===== src/rtl/xint_pkg.sv =====
package xint_pkg;

  localparam int unsigned POS_W  = 8;
  localparam int unsigned MODE_W = 2 * POS_W;
  localparam int unsigned BUS_W  = MODE_W;
  localparam int unsigned ADDR_W = 3;

  typedef enum logic [1:0] {
    TRIG_LEVEL = 2'b00,
    TRIG_RISE  = 2'b01,
    TRIG_FALL  = 2'b10,
    TRIG_BOTH  = 2'b11
  } trig_e;

  typedef enum logic [ADDR_W-1:0] {
    RA_MODE = 3'd0,
    RA_DIR  = 3'd1,
    RA_EN   = 3'd2,
    RA_FLAG = 3'd3,
    RA_PIN  = 3'd4
  } reg_addr_e;

  // number of request outputs for a map variant
  function automatic int unsigned irq_count(input bit reduced);
    return reduced ? 3 : 7;
  endfunction

  // pin position served by request output k
  function automatic int unsigned out_line(input bit reduced, input int unsigned k);
    return reduced ? (1 + 3 * k) : (1 + k);
  endfunction

  // positions that carry a working pin
  function automatic logic [POS_W-1:0] live_mask(input bit reduced);
    logic [POS_W-1:0] m;
    m = '0;
    for (int unsigned k = 0; k < irq_count(reduced); k++) begin
      m[out_line(reduced, k)] = 1'b1;
    end
    return m;
  endfunction

  // widen a per-pin mask to the two-bit trigger fields
  function automatic logic [MODE_W-1:0] mode_mask(input logic [POS_W-1:0] live);
    logic [MODE_W-1:0] m;
    m = '0;
    for (int unsigned p = 0; p < POS_W; p++) begin
      m[2*p +: 2] = {2{live[p]}};
    end
    return m;
  endfunction

  // does a sample pair form an edge of the selected kind
  function automatic logic edge_fires(input trig_e m, input logic cur, input logic prev);
    case (m)
      TRIG_RISE: return cur & ~prev;
      TRIG_FALL: return ~cur & prev;
      TRIG_BOTH: return cur ^ prev;
      default:   return 1'b0;
    endcase
  endfunction

endpackage


===== src/rtl/xint_sync.sv =====
module xint_sync #(
  parameter int unsigned         W      = 8,
  parameter int unsigned         STAGES = 2,
  parameter logic [W-1:0]        IDLE   = '1
) (
  input  logic         clk,
  input  logic         rst_n,
  input  logic [W-1:0] d_i,
  output logic [W-1:0] q_o,
  output logic [W-1:0] q_prev_o
);

  // chain[0] is the first capture flop; chain[STAGES] is the delayed copy
  logic [STAGES:0][W-1:0] chain;

  always_ff @(posedge clk or negedge rst_n) begin
    if (!rst_n) begin
      chain <= {(STAGES+1){IDLE}};
    end else begin
      chain <= {chain[STAGES-1:0], d_i};
    end
  end

  assign q_o      = chain[STAGES-1];
  assign q_prev_o = chain[STAGES];

endmodule


===== src/rtl/xint_detect.sv =====
module xint_detect
  import xint_pkg::*;
#(
  parameter bit REDUCED = 1'b0
) (
  input  logic [POS_W-1:0]  cur_i,
  input  logic [POS_W-1:0]  prev_i,
  input  logic [POS_W-1:0]  dir_i,
  input  logic [MODE_W-1:0] mode_i,
  output logic [POS_W-1:0]  edge_hit_o,
  output logic [POS_W-1:0]  lvl_sel_o,
  output logic [POS_W-1:0]  lvl_on_o
);

  localparam logic [POS_W-1:0] LIVE = live_mask(REDUCED);

  for (genvar p = 0; p < POS_W; p++) begin : g_pos
    if (LIVE[p]) begin : g_live
      trig_e mode;
      assign mode          = trig_e'(mode_i[2*p +: 2]);
      assign edge_hit_o[p] = !dir_i[p] && edge_fires(mode, cur_i[p], prev_i[p]);
      assign lvl_sel_o[p]  = (mode == TRIG_LEVEL);
      assign lvl_on_o[p]   = (mode == TRIG_LEVEL) && !dir_i[p] && !cur_i[p];
    end else begin : g_dead
      logic unused_bits;
      assign unused_bits   = ^{cur_i[p], prev_i[p], dir_i[p], mode_i[2*p +: 2]};
      assign edge_hit_o[p] = 1'b0;
      assign lvl_sel_o[p]  = 1'b0;
      assign lvl_on_o[p]   = 1'b0;
    end
  end

endmodule


===== src/rtl/xint_regs.sv =====
module xint_regs
  import xint_pkg::*;
#(
  parameter bit REDUCED = 1'b0
) (
  input  logic              clk,
  input  logic              rst_n,
  input  logic              bus_we,
  input  logic [ADDR_W-1:0] bus_addr,
  input  logic [BUS_W-1:0]  bus_wdata,
  output logic [BUS_W-1:0]  bus_rdata,
  input  logic [POS_W-1:0]  edge_hit_i,
  input  logic [POS_W-1:0]  lvl_sel_i,
  input  logic [POS_W-1:0]  lvl_on_i,
  input  logic [POS_W-1:0]  pin_lvl_i,
  output logic [MODE_W-1:0] mode_o,
  output logic [POS_W-1:0]  dir_o,
  output logic [POS_W-1:0]  en_o,
  output logic [POS_W-1:0]  flag_q_o,
  output logic [POS_W-1:0]  flag_eff_o
);

  localparam logic [POS_W-1:0]  LIVE  = live_mask(REDUCED);
  localparam logic [MODE_W-1:0] MMASK = mode_mask(LIVE);
  localparam int unsigned       PADW  = BUS_W - POS_W;

  logic [MODE_W-1:0] mode_q;
  logic [POS_W-1:0]  dir_q, en_q, flag_q;
  logic              wr_mode, wr_dir, wr_en, wr_flag;
  logic [POS_W-1:0]  wbyte, clr_bits, flag_next;

  assign wbyte   = bus_wdata[POS_W-1:0];
  assign wr_mode = bus_we && (bus_addr == RA_MODE);
  assign wr_dir  = bus_we && (bus_addr == RA_DIR);
  assign wr_en   = bus_we && (bus_addr == RA_EN);
  assign wr_flag = bus_we && (bus_addr == RA_FLAG);

  assign clr_bits = wr_flag ? (wbyte & LIVE) : '0;

  // a fresh edge outranks a clear; level-mode lines hold nothing
  assign flag_next = ((flag_q & ~clr_bits) | edge_hit_i) & ~lvl_sel_i & LIVE;

  always_ff @(posedge clk or negedge rst_n) begin
    if (!rst_n) begin
      mode_q <= '0;
      dir_q  <= '0;
      en_q   <= '0;
      flag_q <= '0;
    end else begin
      if (wr_mode) mode_q <= bus_wdata & MMASK;
      if (wr_dir)  dir_q  <= wbyte & LIVE;
      if (wr_en)   en_q   <= wbyte & LIVE;
      flag_q <= flag_next;
    end
  end

  assign flag_eff_o = ((lvl_sel_i & lvl_on_i) | (~lvl_sel_i & flag_q)) & LIVE;

  always_comb begin
    case (bus_addr)
      RA_MODE: bus_rdata = mode_q;
      RA_DIR:  bus_rdata = {{PADW{1'b0}}, dir_q};
      RA_EN:   bus_rdata = {{PADW{1'b0}}, en_q};
      RA_FLAG: bus_rdata = {{PADW{1'b0}}, flag_eff_o};
      RA_PIN:  bus_rdata = {{PADW{1'b0}}, pin_lvl_i & LIVE};
      default: bus_rdata = '0;
    endcase
  end

  assign mode_o   = mode_q;
  assign dir_o    = dir_q;
  assign en_o     = en_q;
  assign flag_q_o = flag_q;

endmodule


===== src/rtl/xint_route.sv =====
module xint_route
  import xint_pkg::*;
#(
  parameter bit           REDUCED = 1'b0,
  localparam int unsigned NIRQ    = irq_count(REDUCED)
) (
  input  logic [POS_W-1:0] en_i,
  input  logic [POS_W-1:0] flag_i,
  output logic [NIRQ-1:0]  irq_o
);

  localparam logic [POS_W-1:0] LIVE = live_mask(REDUCED);

  for (genvar k = 0; k < NIRQ; k++) begin : g_out
    localparam int unsigned LINE = out_line(REDUCED, k);
    assign irq_o[k] = en_i[LINE] & flag_i[LINE];
  end

  logic unused_bits;
  assign unused_bits = ^((en_i | flag_i) & ~LIVE);

endmodule


===== src/rtl/ext_irq_port.sv =====
module ext_irq_port
  import xint_pkg::*;
#(
  parameter bit           REDUCED     = 1'b0,
  parameter int unsigned  SYNC_STAGES = 2,
  localparam int unsigned NIRQ        = irq_count(REDUCED)
) (
  input  logic              clk,
  input  logic              rst_n,
  input  logic [POS_W-1:0]  pin_i,
  output logic [POS_W-1:0]  pin_oe_o,
  input  logic              bus_we,
  input  logic [ADDR_W-1:0] bus_addr,
  input  logic [BUS_W-1:0]  bus_wdata,
  output logic [BUS_W-1:0]  bus_rdata,
  output logic [NIRQ-1:0]   irq_o
);

  // named internal events, visible to the bound checker
  logic [POS_W-1:0]  pin_lvl, pin_prev;
  logic [POS_W-1:0]  edge_hit, lvl_sel, lvl_on;
  logic [MODE_W-1:0] mode_q;
  logic [POS_W-1:0]  dir_q, en_q, flag_q, flag_eff;

  xint_sync #(
    .W      (POS_W),
    .STAGES (SYNC_STAGES),
    .IDLE   ({POS_W{1'b1}})
  ) u_sync (
    .clk      (clk),
    .rst_n    (rst_n),
    .d_i      (pin_i),
    .q_o      (pin_lvl),
    .q_prev_o (pin_prev)
  );

  xint_detect #(.REDUCED(REDUCED)) u_detect (
    .cur_i      (pin_lvl),
    .prev_i     (pin_prev),
    .dir_i      (dir_q),
    .mode_i     (mode_q),
    .edge_hit_o (edge_hit),
    .lvl_sel_o  (lvl_sel),
    .lvl_on_o   (lvl_on)
  );

  xint_regs #(.REDUCED(REDUCED)) u_regs (
    .clk        (clk),
    .rst_n      (rst_n),
    .bus_we     (bus_we),
    .bus_addr   (bus_addr),
    .bus_wdata  (bus_wdata),
    .bus_rdata  (bus_rdata),
    .edge_hit_i (edge_hit),
    .lvl_sel_i  (lvl_sel),
    .lvl_on_i   (lvl_on),
    .pin_lvl_i  (pin_lvl),
    .mode_o     (mode_q),
    .dir_o      (dir_q),
    .en_o       (en_q),
    .flag_q_o   (flag_q),
    .flag_eff_o (flag_eff)
  );

  xint_route #(.REDUCED(REDUCED)) u_route (
    .en_i   (en_q),
    .flag_i (flag_eff),
    .irq_o  (irq_o)
  );

  assign pin_oe_o = dir_q;

endmodule


===== config.mk =====
export PLATFORM = sky130hd
export DESIGN_NAME = ext_irq_port
export DESIGN_NICKNAME = d
export VERILOG_FILES = /design/src/rtl/xint_pkg.sv /design/src/rtl/xint_sync.sv /design/src/rtl/xint_detect.sv /design/src/rtl/xint_regs.sv /design/src/rtl/xint_route.sv /design/src/rtl/ext_irq_port.sv
export SDC_FILE = /design/constraint.sdc
export NUM_CORES = 1
export LEC_CHECK = 0
export ABC_CLOCK_PERIOD_IN_PS = 2300
export BUFFER_PORTS_ARGS = -buffer_cell sky130_fd_sc_hd__buf_4
export CAP_MARGIN = 20
export CORE_MARGIN = 1
export CORE_UTILIZATION = 42
export DETAILED_ROUTE_END_ITERATION = 10
export GPL_TIMING_DRIVEN = 0
export PLACE_DENSITY = 0.75
export SLEW_MARGIN = 20
export SYNTH_ARGS = -nofsm -noshare
export SYNTH_HDL_FRONTEND = slang
export SYNTH_SLANG_ARGS = --single-unit

===== constraint.sdc =====
create_clock -name clk -period 2.3 [get_ports clk]
set_input_delay 0.575 -clock clk [delete_from_list [all_inputs] [get_ports clk]]
set_output_delay 0.575 -clock clk [all_outputs]
set_load 0.01 [all_outputs]

==> reports/qor.csv, run 1 <==
stage;metric;value;unit
layout;postLayoutCoreUtil;0.596;
power_and_ir_drop;ir_drop;0.000536;V
synthesis;synth_ff_type;dfrtp_1;
synthesis;syn_inst;233;
setup_path;arrival;1890;ps
sta;min_period;2460;ps
synthesis;synth_mux_area_frac;0.177;
sta;grt_setup_unrepaired;yes;
setup_path;crit_type;reg2out;
clock_tree;cts_tree;built;
clock_tree;cts.reportedPaths.clkPinSlew;90;ps
grt;grt_pass1_vias;2219;
route;drc;10;
setup_path;endpoint;bus_rdata[3];
power_and_ir_drop;p_switching;0.000894;W
setup_path;reg2reg_depth;6;
run_status;status;finished, violations left;
power_and_ir_drop;leakagePower;1.82;nW
layout;syn2layout_area_growth;34.8;%
synthesis;synth-compound-area-share;0.108;
synthesis;syn_area_per_cell;12.2;µm²
sta;fin_tns_setup;-477;ps
sta;fin_crit_sh;1.07;
setup_path;reg2reg_from;u_sync.q_o[7]$_DFF_PN1_;
place;dp_hpwl;4230;µm
power_and_ir_drop;power_frac_clock;0.191;
worst_hold_path;min_path_type;in2async;
grt;overflow;0;
power_and_ir_drop;power-per-cell-area;763;nW/µm²
route;wl_per_cell;16.3;µm
die;initial_core_util;0.442;
run_status;violations;DRC, setup timing;
die;die_h;84.2;µm
synthesis;synth-xor-area-share;0;
route;viasPerCell;5.26;
power_and_ir_drop;p_seq_frac;0.456;
setup_path;crit_start;u_regs.mode_o[7]$_DFFE_PN0P_;
sta;clock_skew;3.84;ps
sta;final-hold-violation-count;0;
flow_run;maxCapViolCount;0;
sta;slew_violations;0;
grt;grt_max_degree;57;
die;ios;61;
setup_path;r2r_end;u_regs.flag_q_o[7]$_DFF_PN0_;
setup_path;cp-end-kind;output port;
clock_tree;cts.path.max_buffers;2;
grt;grt.total_usage;0.197;
setup_path;startpoint_type;flip-flop;
layout;fin_nets;373;
clock_tree;htree_levels;2;
sta;setup_viol;4;
die;die_w;84.2;µm
sta;max_freq;0.406;GHz
clock_tree;cts_sinks;56;
route;detail_route.first_pass.iterations;7;
sta;worst_slack;-161;ps
synthesis;synthAdderAreaFrac;0.0618;
sta;worstMarginPinSlew;702;ps
sta;slew_headroom;0.532;
clock_tree;cts_buffers;5;
synthesis;synth_cell_types;34;
synthesis;synth-seq-cells;56;
synthesis;async_flop_share;1.00;
layout;fillers;548;
setup_path;path_max_fanout;2;
route;num_vias;2140;
synthesis;synth_top_family_by_area;multiplexers;
synthesis;yosys_warnings;0;
grt;antenna_found_initial;0;
setup_path;rrSetupSlack;820;ps
place;gp_congestion;0.805;
grt;grt_pass1_wl;10800;µm
synthesis;netlist_area;2840;µm²
synthesis;seq_area_frac_synth;0.503;
synthesis;synth_edf_count;0;
die;rows;29;
synthesis;synth-simple-area-share;0.0979;
die;fp.coreArea;6420;µm²
route;first_iter_violations;130;
layout;antenna_cells;0;
place;io_buffers;56;
clock_tree;clk_latency;310;ps
power_and_ir_drop;comb_power_share;0.353;
setup_path;required;1730;ps
power_and_ir_drop;netSwitchingFraction;0.306;
route;antenna_left;0;
layout;drive_above_1_share;0.570;
clock_tree;ctsRootBufferMaster;clkbuf_8;
die;die_area;7090;µm²
power_and_ir_drop;p_int;0.00203;W
route;drt_wl_total;6650;µm
==> placed cells by master, fill, tap and decap left out, drive strengths merged <==
cell    instances
a21boi          3
a21o            7
a21oi          10
a22o            4
and2           12
buf            92
clkbuf         10
conb            2
dfrtp          35
dfstp          21
ha             14
inv            22
mux2           28
mux2i           9
mux4            4
nand2           9
nand2b          1
nand3           3
nor2           10
nor2b           1
nor3            4
nor3b           2
o21ai          17
o22ai           3
o41ai           4
or4             3
==> per-stage QoR <==
step	hold slack, ps	setup slack (ps)	cell area, µm²	std cells	power [W]
finish	308	-161	3820	407	0.00292
global route	341	-205	3820	407	0.00308
CTS	334	-135	3770	406	0.00288
detailed placement	348	-403	3360	367	0.00208
global placement	345	-386	3360	367	0.00204
floorplan	279	290	2840	234	0.00176
==> layer usage <==
metal	track usage	vias up	share of wire
li1	-	1006	-
met1	0.252	1061	0.43
met2	0.331	59	0.50
met3	0.0344	14	0.042
met4	0.0893	0	0.023
met5	0	-	0
==> registers in the layout (all words and copies together), names as in the netlist <==
name and flops:
u_regs.dir_o 7, u_regs.en_o 7, u_regs.flag_q_o 7, u_regs.mode_o 14, u_sync.chain 7, u_sync.q_o 7
u_sync.q_prev_o 7
==> cells by family after synthesis <==
logic type | after synthesis
DFF | 56
adders and majority gates | 14
and+or+nand+nor | 45
AOI/OAI and AO/OA | 48
other | 1
muxes | 41
buffers and inverters | 28
==> what timing repair did <==
| action | in CTS | in global routing |
|---|---|---|
| setup buffers | 31 | 1 |
| pin swaps | 14 | 7 |
| setup endpoints to repair | 16 | 18 |
| gates resized for setup | 27 | 14 |
| gates cloned | 0 | 0 |
| hold buffers | 0 | 0 |
==> final cells by class <==
| type | count | area [µm²] | area share |
|---|---|---|---|
| sequential | 56 | 1440 | 0.375 |
| multi-input combinational | 150 | 1380 | 0.362 |
| timing repair buffer | 88 | 676 | 0.177 |
| tap | 77 | 96.3 | 0.0252 |
| clock buffer | 8 | 90.1 | 0.0236 |
| inverter | 22 | 82.6 | 0.0216 |
| buffer | 6 | 61.3 | 0.0160 |
==> how the worst min path moves through the flow <==
stage,startpoint,endpoint,slack [ps],cells after the start
after floorplan,rst_n,u_regs.dir_o[1]$_DFFE_PN0P_,280,0
after global placement,u_sync.chain[7]$_DFF_PN1_,u_sync.q_o[7]$_DFF_PN1_,350,0
after detailed placement,u_sync.chain[4]$_DFF_PN1_,u_sync.q_o[4]$_DFF_PN1_,350,0
after CTS,rst_n,u_regs.dir_o[2]$_DFFE_PN0P_,330,1
after global routing,pin_i[1],u_sync.chain[1]$_DFF_PN1_,340,1
final,rst_n,u_regs.dir_o[1]$_DFFE_PN0P_,310,1
==> Yosys cell counts (5+ instances only) <==
cell type | n | share of area
mux2i_1 | 9 | 0.032
nand2_1 | 9 | 0.012
and2_1 | 10 | 0.022
dfrtp_1 | 35 | 0.31
a21oi_1 | 10 | 0.018
o21ai_0 | 12 | 0.021
nor2_1 | 9 | 0.012
mux2_2 | 28 | 0.11
a21o_1 | 5 | 0.013
inv_1 | 22 | 0.029
ha_1 | 14 | 0.062
dfstp_2 | 21 | 0.19
==> critical path, stage by stage, from the launching register on <==
cell and delay [ps]:
dfrtp_2 440, o21ai_4 190, o41ai_4 110, mux4_2 480, a22o_1 220, buf_6 130
==> power by group through the flow <==
stage / combinational, W / clock, W / sequential [W]
floorplan: 0.000431 / 0 / 0.00133
global placement: 0.000683 / 0 / 0.00136
detailed placement: 0.000706 / 0 / 0.00137
CTS: 0.000987 / 0.000574 / 0.00132
global route: 0.00111 / 0.000612 / 0.00135
finish: 0.00103 / 0.000556 / 0.00133
(Power assumes the default switching activity.)
==> run 2: changes to the inputs <==
--- a/config.mk
+++ b/config.mk
@@ -8,11 +8,13 @@
 export ABC_CLOCK_PERIOD_IN_PS = 2300
 export BUFFER_PORTS_ARGS = -buffer_cell sky130_fd_sc_hd__buf_4
 export CAP_MARGIN = 20
+export CORE_ASPECT_RATIO = 1.25
 export CORE_MARGIN = 1
 export CORE_UTILIZATION = 42
 export DETAILED_ROUTE_END_ITERATION = 10
 export GPL_TIMING_DRIVEN = 0
 export PLACE_DENSITY = 0.75
+export SETUP_SLACK_MARGIN = 0.4
 export SLEW_MARGIN = 20
 export SYNTH_ARGS = -nofsm -noshare
 export SYNTH_HDL_FRONTEND = slang
==> reports/qor.csv, run 2 (synthesized netlist as in run 1, its figures left out) <==
stage;metric;value;unit
sta;max_freq;0.411;GHz
setup_path;arrival;1860;ps
sta;grt_setup_unrepaired;yes;
run_status;status;finished, violations left;
place;io_buffers;56;
setup_path;r2r_end;u_regs.flag_q_o[5]$_DFF_PN0_;
layout;fillers;530;
layout;final_common_cell;buf_4;
setup_path;crit_buf_inv;1;
sta;fin_hold_ws;309;ps
die;fp.coreArea;6520;µm²
die;die_area;7090;µm²
flow_run;maxCapViolCount;0;
grt;grt.total_usage;0.205;
sta;final-hold-violation-count;0;
die;die_h;93.9;µm
grt;grt_max_degree;57;
clock_tree;ctsRootBufferMaster;clkbuf_8;
worst_hold_path;min_path_type;in2async;
die;rows;33;
sta;slew_headroom;0.529;
layout;most-common-layout-cells;buf_4, dfrtp_1, mux2_2;
power_and_ir_drop;total_power;0.00295;W
setup_path;path_max_fanout;3;
layout;largest_reg_flops;14;
place;placed_cells;377;
setup_path;required;1730;ps
die;initial_core_util;0.435;
clock_tree;htree_levels;2;
power_and_ir_drop;power-per-cell-area;735;nW/µm²
sta;clock_skew;6.65;ps
setup_path;max_stage_delay;480;ps
grt;grt_pass1_vias;2181;
clock_tree;cts_sinks;56;
route;viasPerCell;5.10;
route;first_iter_violations;119;
clock_tree;cts_tree;built;
power_and_ir_drop;ir_drop;0.000352;V
route;antenna_left;0;
clock_tree;cts_buffers;5;
setup_path;crit_type;reg2out;
sta;setup_viol;5;
layout;antenna_cells;0;
layout;drive_above_1_share;0.610;
power_and_ir_drop;leakagePower;1.91;nW
setup_path;critPathTopFamily;compound AO/OA/AOI/OAI gates;
die;ios;61;
sta;worst_slack;-130;ps
layout;syn2layout_area_growth;41.7;%
place;dp_hpwl;4160;µm
grt;antenna_found_initial;0;
place;gp_congestion;0.796;
route;num_vias;2181;
clock_tree;cts.reportedPaths.clkPinSlew;100;ps
setup_path;rrSetupSlack;790;ps
clock_tree;clk_latency;310;ps
run_status;violations;setup timing;
grt;overflow;0;
layout;postLayoutCoreUtil;0.616;
clock_tree;cts_hold_buf;0;
sta;slew_violations;0;
setup_path;crit_cells;5;
layout;fin_nets;384;
route;drt_wl_total;6750;µm
setup_path;cp-end-kind;output port;
sta;fin_crit_sh;1.06;
layout;stdcell_count;428;
route;drc;0;
die;die_w;75.5;µm
setup_path;cp_slowest_cell;mux4_2;
route;detail_route.first_pass.iterations;5;
sta;min_period;2430;ps
setup_path;reg2reg_from;u_sync.q_o[5]$_DFF_PN1_;
setup_path;startpoint_type;flip-flop;
route;wl_per_cell;15.8;µm
sta;worstMarginPinSlew;707;ps
grt;grt_pass1_wl;10800;µm
setup_path;path_cells;o21ai_2 > o41ai_2 > mux4_2 > a22o_1 > buf_6;
setup_path;reg2reg_depth;6;
clock_tree;cts.path.max_buffers;2;
[run 2: cell type report]
cell class / instances / area, µm² / share of cell area
inverters: 22 / 82.6 / 0.0205
multi-input cells: 150 / 1390 / 0.347
clock buffers: 7 / 76.3 / 0.0190
repair buffers: 99 / 840 / 0.209
clock inverters: 1 / 5.00 / 0.00125
plain buffers: 6 / 77.6 / 0.0193
well taps: 87 / 109 / 0.0271
flip-flops and latches: 56 / 1440 / 0.357
[run 2: what timing repair did]
| action | CTS | global route |
|---|---|---|
| setup buffers | 32 | 9 |
| pin swaps | 19 | 16 |
| setup endpoints to repair | 22 | 22 |
| resized for setup | 53 | 13 |
| gates cloned | 1 | 1 |
[run 2: power breakdown]
part	internal, W	total, W	switching, W
logic	0.000648	0.00110	0.000449
clock network	0.000215	0.000526	0.000311
registers	0.00119	0.00133	0.000145
total	0.00205	0.00295	0.000905
[run 2: how the worst max path moves through the flow]
stage                     slack (ps)                    startpoint            to
after floorplan                  300                   bus_addr[1]  bus_rdata[4]
after global placement           -90                   bus_addr[0]  bus_rdata[2]
after detailed placement         -80                   bus_addr[0]  bus_rdata[2]
final                           -130  u_regs.mode_o[9]$_DFFE_PN0P_  bus_rdata[4]
after CTS                       -130  u_regs.mode_o[7]$_DFFE_PN0P_  bus_rdata[3]
after global routing            -180  u_regs.mode_o[5]$_DFFE_PN0P_  bus_rdata[2]
[run 2: per-layer routing]
| metal | share of wire | up-vias | global-route usage |
|---|---|---|---|
| met5 | 0 | - | 0 |
| met4 | 0.015 | 0 | 0.0648 |
| met3 | 0.031 | 11 | 0.0311 |
| met2 | 0.52 | 51 | 0.348 |
| met1 | 0.43 | 1089 | 0.263 |
| li1 | - | 1030 | - |
[run 2: worst register-to-register path: cells and delay by family (launching register included)]
family / cells / cell delay, ps
compound gates: 2 / 270
flops: 1 / 550
buf+inv: 2 / 160
mux: 1 / 160
fa+ha+maj: 1 / 290
[run 2: per-stage QoR]
step	instance area [µm²]	worst slack (ps)	TNS [ps]
global route	4020	-184	-815
CTS	3910	-126	-502
finish	4020	-130	-491
floorplan	2860	303	0
detailed placement	3390	-79.0	-715
global placement	3390	-86.0	-770
